## src/rtl/rpr_pkg.sv

```systemverilog
package rpr_pkg;
    localparam int RPR_LINES = 8;

    typedef enum logic [2:0] {
        OP_EOI_TOP     = 3'd0,
        OP_EOI_LINE    = 3'd1,
        OP_EOI_TOP_ROT = 3'd2,
        OP_EOI_LINE_ROT = 3'd3,
        OP_SET_BASE    = 3'd4
    } rpr_op_e;
endpackage

```

## src/rtl/rpr_prio_pick.sv

```systemverilog
// Finds the best rank of a bit vector on a ring that starts at base_i.
// prio_o == N means no bit is set; its top bit doubles as "none".
module rpr_prio_pick #(
    parameter int N  = 8,
    parameter int IW = $clog2(N)
) (
    input  logic [N-1:0]  bits_i,
    input  logic [IW-1:0] base_i,
    output logic [IW:0]   prio_o
);
    logic [N-1:0] rot;

    for (genvar p = 0; p < N; p++) begin : g_rot
        assign rot[p] = bits_i[IW'(p) + base_i];
    end

    always_comb begin
        prio_o = (IW+1)'(N);
        for (int p = N - 1; p >= 0; p--) begin
            if (rot[p]) prio_o = (IW+1)'(p);
        end
    end
endmodule

```

## src/rtl/rpr_cmd_dec.sv

```systemverilog
// Turns an end-of-interrupt / base command into a clear mask and base load.
module rpr_cmd_dec
    import rpr_pkg::*;
#(
    parameter int N  = 8,
    parameter int IW = $clog2(N)
) (
    input  logic          valid_i,
    input  logic [2:0]    op_i,
    input  logic [IW-1:0] line_i,
    input  logic          top_found_i,
    input  logic [IW-1:0] top_line_i,
    output logic [N-1:0]  clr_o,
    output logic          base_ld_o,
    output logic [IW-1:0] base_o
);
    localparam logic [N-1:0] ONE = N'(1);

    always_comb begin
        clr_o     = '0;
        base_ld_o = 1'b0;
        base_o    = '0;
        if (valid_i) begin
            case (rpr_op_e'(op_i))
                OP_EOI_TOP: begin
                    if (top_found_i) clr_o = ONE << top_line_i;
                end
                OP_EOI_TOP_ROT: begin
                    if (top_found_i) begin
                        clr_o     = ONE << top_line_i;
                        base_ld_o = 1'b1;
                        base_o    = top_line_i + 1'b1;
                    end
                end
                OP_EOI_LINE: clr_o = ONE << line_i;
                OP_EOI_LINE_ROT: begin
                    clr_o     = ONE << line_i;
                    base_ld_o = 1'b1;
                    base_o    = line_i + 1'b1;
                end
                OP_SET_BASE: begin
                    base_ld_o = 1'b1;
                    base_o    = line_i + 1'b1;
                end
                default: ;
            endcase
        end
    end
endmodule

```

## src/rtl/rot_prio_resolver.sv

```systemverilog
module rot_prio_resolver
    import rpr_pkg::*;
#(
    parameter int N_LINES = RPR_LINES,
    parameter int VEC_W   = 8,
    parameter int NEST_LINE = 2
) (
    input  logic                  clk_i,
    input  logic                  rst_ni,
    input  logic [N_LINES-1:0]    req_i,
    input  logic [N_LINES-1:0]    mask_i,
    input  logic [VEC_W-1:0]      vec_base_i,
    input  logic                  nest_mode_i,
    input  logic                  auto_eoi_i,
    input  logic                  rot_auto_eoi_i,
    input  logic                  ack_i,
    input  logic                  cmd_valid_i,
    input  logic [2:0]            cmd_op_i,
    input  logic [$clog2(N_LINES)-1:0] cmd_line_i,
    output logic                  irq_o,
    output logic                  vec_valid_o,
    output logic [VEC_W-1:0]      vec_o,
    output logic                  spurious_o,
    output logic [N_LINES-1:0]    isr_o,
    output logic [$clog2(N_LINES)-1:0] base_o
);
    localparam int IDX_W = $clog2(N_LINES);
    localparam logic [N_LINES-1:0] ONE      = N_LINES'(1);
    localparam logic [N_LINES-1:0] NEST_BIT = ONE << NEST_LINE;
    localparam logic [VEC_W-1:0]   LOW_MASK = VEC_W'(N_LINES - 1);

    typedef struct packed {
        logic [N_LINES-1:0] isr;
        logic [IDX_W-1:0]   base;
        logic               irq;
        logic               vec_vld;
        logic [VEC_W-1:0]   vec;
        logic               spur;
    } st_t;

    st_t st_d, st_q;

    logic [N_LINES-1:0] pend, isr_cmp, win_1h, cmd_clr;
    logic [IDX_W:0]     pend_prio, cmp_prio, top_prio;
    logic [IDX_W-1:0]   win_line, top_line, cmd_base;
    logic               win_ok, top_found, cmd_base_ld;
    logic [VEC_W-1:0]   vec_hi;

    assign pend    = req_i & ~mask_i;
    assign isr_cmp = nest_mode_i ? (st_q.isr & ~NEST_BIT) : st_q.isr;

    rpr_prio_pick #(.N(N_LINES), .IW(IDX_W)) u_pick_pend (
        .bits_i (pend),
        .base_i (st_q.base),
        .prio_o (pend_prio)
    );

    rpr_prio_pick #(.N(N_LINES), .IW(IDX_W)) u_pick_cmp (
        .bits_i (isr_cmp),
        .base_i (st_q.base),
        .prio_o (cmp_prio)
    );

    rpr_prio_pick #(.N(N_LINES), .IW(IDX_W)) u_pick_top (
        .bits_i (st_q.isr),
        .base_i (st_q.base),
        .prio_o (top_prio)
    );

    assign win_ok    = (pend_prio < cmp_prio);
    assign win_line  = pend_prio[IDX_W-1:0] + st_q.base;
    assign win_1h    = ONE << win_line;
    assign top_found = ~top_prio[IDX_W];
    assign top_line  = top_prio[IDX_W-1:0] + st_q.base;
    assign vec_hi    = vec_base_i & ~LOW_MASK;

    rpr_cmd_dec #(.N(N_LINES), .IW(IDX_W)) u_cmd (
        .valid_i     (cmd_valid_i),
        .op_i        (cmd_op_i),
        .line_i      (cmd_line_i),
        .top_found_i (top_found),
        .top_line_i  (top_line),
        .clr_o       (cmd_clr),
        .base_ld_o   (cmd_base_ld),
        .base_o      (cmd_base)
    );

    always_comb begin
        st_d         = st_q;
        st_d.irq     = win_ok;
        st_d.vec_vld = 1'b0;
        if (ack_i) begin
            st_d.vec_vld = 1'b1;
            if (win_ok) begin
                st_d.vec  = vec_hi | VEC_W'(win_line);
                st_d.spur = 1'b0;
                if (auto_eoi_i) begin
                    st_d.isr = st_q.isr & ~win_1h;
                    if (rot_auto_eoi_i) st_d.base = win_line + 1'b1;
                end else begin
                    st_d.isr = st_q.isr | win_1h;
                end
            end else begin
                st_d.vec  = vec_hi | LOW_MASK;
                st_d.spur = 1'b1;
            end
        end else if (cmd_valid_i) begin
            st_d.isr = st_q.isr & ~cmd_clr;
            if (cmd_base_ld) st_d.base = cmd_base;
        end
    end

    always_ff @(posedge clk_i or negedge rst_ni) begin
        if (!rst_ni) st_q <= '0;
        else         st_q <= st_d;
    end

    assign irq_o       = st_q.irq;
    assign vec_valid_o = st_q.vec_vld;
    assign vec_o       = st_q.vec;
    assign spurious_o  = st_q.spur;
    assign isr_o       = st_q.isr;
    assign base_o      = st_q.base;
endmodule

```

## config.mk

```make
export PLATFORM = sky130hd
export DESIGN_NAME = rot_prio_resolver
export DESIGN_NICKNAME = d
export VERILOG_FILES = /design/src/rtl/rpr_pkg.sv /design/src/rtl/rpr_prio_pick.sv /design/src/rtl/rpr_cmd_dec.sv /design/src/rtl/rot_prio_resolver.sv
export SDC_FILE = /design/constraint.sdc
export NUM_CORES = 1
export LEC_CHECK = 0
export ABC_AREA = 0
export CAP_MARGIN = 20
export CORE_MARGIN = 4
export CORE_UTILIZATION = 40
export CTS_CLUSTER_SIZE = 10
export DETAILED_ROUTE_END_ITERATION = 10
export PLACE_DENSITY_LB_ADDON = 0.12
export SLEW_MARGIN = 20
export SYNTH_ARGS = -nofsm -noshare
export SYNTH_HDL_FRONTEND = slang
export SYNTH_SLANG_ARGS = --single-unit
```

## constraint.sdc

```tcl
create_clock -name clk_i -period 4.61 [get_ports clk_i]
set_clock_uncertainty 0.05 [all_clocks]
set_input_delay 0.922 -clock clk_i [delete_from_list [all_inputs] [get_ports clk_i]]
set_output_delay 0.922 -clock clk_i [all_outputs]
set_load 0.05 [all_outputs]
```

==> metrics.md <==
| Metric | Value |
|---|---|
| CP top delay family | multiplexers |
| CTS max path bufs | 2 |
| Ys async rst share | 100% |
| Crit path top cell by count | buf_4 |
| WP buf/inv | 4 |
| Dominant cell type by area after synthesis | dfrtp_1 |
| Die Y | 96.7 um |
| Worst setup EP type | flip-flop |
| Post-route ant nets | 0 |
| CP max-delay cell | mux4_2 |
| Fin crit period | 4.49 ns |
| GP Congestion | 0.904 |
| Critical Path Fanout Max | 4 |
| Number of enable flip-flop cells after synthesis | 0 |
| Area contributors post-synth | dfrtp_1, ha_1, mux4_2 |
| Input/output buffers | 55 |
| FP Rows | 32 |
| Fraction of layout cells with a size suffix above 1 | 29.1% |
| Via count | 2,941 |
| Register bit total from synthesis | 22 |
| First-pass GRT wire length | 15.0 mm |
| Slew headroom | 55.6% |
| Clock root cell | clkbuf_8 |
| Final hold violation count | 0 |
| GR Util All Layers | 19.2% |
| Max Cap Viol | 0 |
| Fin util | 53.5% |
| Die area | 9340 um^2 |
| Largest net degree at the start of global routing | 23 |
| PnR worst setup slack | 0.117 ns |
| CP startpoint kind | input port |
| Kind of critical path | input port to flip-flop |
| Most frequent cells in the layout | clkdlybuf4s50_1, buf_4, nand2_1 |
| Most common cell after layout, fill and taps aside | clkdlybuf4s50_1 |
| Finished Cell Area | 4110 um^2 |
| Netlist cell types | 79 |
| DR pass1 iterations | 5 |
| Status | completed |
| # H-tree levels | 1 |
| Post-Place Worst Slack | -0.312 ns |
| Arrival time worst endpoint | 4.60 ns |
| CP Cell Sequence | clkdlybuf4s50_1, and2b_2, mux2_4, mux4_2, buf_4, buf_4, nor4b_4, nor2_4, ha_4, a21o_2, a21oi_2, buf_4, and2_4, a41oi_2, mux2_2 |
| Worst Tran Pin Value | 0.664 ns |
| Syn. warnings | 0 |
| Core area | 7690 um^2 |
| Hold buffers post-CTS | 0 |
| DR WL/cell | 18.0 um |
| CTS sink cnt | 22 |
| Cts bufs inserted | 3 |
| Crit-path max cell delay | 0.52 ns |
| Die width | 96.7 um |
| I/O pins | 59 |
| Iteration-0 DRC Markers | 102 |
| Synthesized instance count | 327 |
| WHS Path Cells | 1 |
| Final #Nets | 473 |
| Min-Delay Path Class | flip-flop to flip-flop |
| Final HPWL DP | 7.19 mm |
| Period utilisation layout | 97.5% |
| Critical Path RT | 4.71 ns |
| Fillers | 737 |
| Top FF cell, synth | dfrtp_1 |
| Syn_nets | 390 |
| Top-area cell type share of the netlist area | 17.5% |
| Placed cell areas | 3960 um^2 |
| Grt total ovfl | 0 |
| Initial antenna violation count | 0 |
| Worst-Skew Late Latency | 0.27 ns |
| CTS clk-pin slew, worst paths | 0.08 ns |
| Vias in the first global route | 2,970 |
| Area grow syn2layout | 30.8% |
| Final wirelength | 9.18 mm |
| Via/cell ratio | 5.76 |
| Initial core utilization | 40.9% |
| Average cell area after synthesis | 9.62 um^2 |
| CTS tree | built |
| N_diodes | 0 |
| Critical path depth | 15 |
| Final setup fails | 0 |
| Fmax | 223 MHz |
| Final Max Slew Viols | 0 |
| DRC | 0 |
| Reg2Reg Depth | 17 |
| Sequential area share after synthesis | 17.5% |
| Cell Area, Synth | 3140 um^2 |
-- worst paths after layout --
path | end | slack, ns | start
min | vec_o[3] | 0.46 | vec_o[3]
min reg2reg | vec_o[3] | 0.46 | vec_o[3]
max reg2reg | flip-flop | 0.28 | base_o[1]
min in group asynchronous | vec_o[1] | 0.56 | rst_ni
max in group asynchronous | base_o[2] | 3.57 | rst_ni
max | base_o[0] | 0.12 | mask_i[3]
-- Yosys cell counts, drive strengths merged (3+ instances only) --
cell / instances
nor3b: 3
nor2b: 11
and2: 5
nand2: 27
nand2b: 5
o211ai: 4
inv: 20
o21ai: 19
nand3: 3
and3: 4
buf: 8
a31oi: 7
mux2i: 7
clkbuf: 9
dfrtp: 22
nand4: 8
xor2: 3
nor2: 21
and2b: 4
mux4: 17
mux2: 20
a211oi: 3
a21oi: 11
ha: 24
o2111ai: 4
xnor2: 4
nor3: 7
-- worst register-to-register path, cell delays in order, from the launching register on --
cell,delay (ns)
dfrtp_2,0.50
clkinv_1,0.13
ha_2,0.47
mux4_2,0.39
mux2_2,0.32
a21oi_1,0.12
nor3_1,0.06
o211a_1,0.27
ha_1,0.18
inv_1,0.06
fa_1,0.46
inv_1,0.11
ha_1,0.19
ha_1,0.16
inv_1,0.04
o2bb2a_1,0.26
o211ai_1,0.26
o211ai_1,0.14
-- repair_timing --
action	4_1_cts	5_1_grt
resized for setup	1	20
setup buffers	0	2
pin swaps	0	5
setup endpoints to repair	1	11
-- area by class of cell --
cell class,instances,area [um^2],area share [%]
clock inverters,1,30.0,0.730
multi-input cells,267,2430,59.1
well taps,102,128,3.10
clock buffers,3,41.3,1.00
inverters,21,78.8,1.92
repair buffers,95,850,20.7
flip-flops and latches,22,553,13.5
-- per-stage QoR --
stage | hold WS [ns] | TNS, ns | instances
2_1_floorplan | 0.576 | 0 | 327
5_1_grt | 0.485 | -0.101 | 511
3_5_place_dp | 0.444 | -2.17 | 505
6_report | 0.459 | 0 | 511
3_3_place_gp | 0.439 | -1.94 | 505
4_1_cts | 0.464 | 0 | 509
-- cells by family (layout without fill, tap and decap cells) --
kind of cell,Yosys count,count (layout),share of synthesized area [%]
and+or+nand+nor,111,111,20.5
AOI/OAI and AO/OA,79,79,18.8
muxes,44,44,22.2
buffers and inverters,38,120,7.24
adders and majority gates,26,26,10.8
DFF,22,22,17.5
xor gates and xnor gates,7,7,3.02
-- layer usage --
metal,vias up,wire length (um),global-route usage [%]
li1,1412,-,-
met1,1429,4050,24.9
met2,94,4560,33.9
met3,6,478,3.10
met4,0,91,3.46
met5,-,0,0
Power is not shown: default switching activity piles up to over one toggle a cycle in this logic, so the estimate is an artifact.
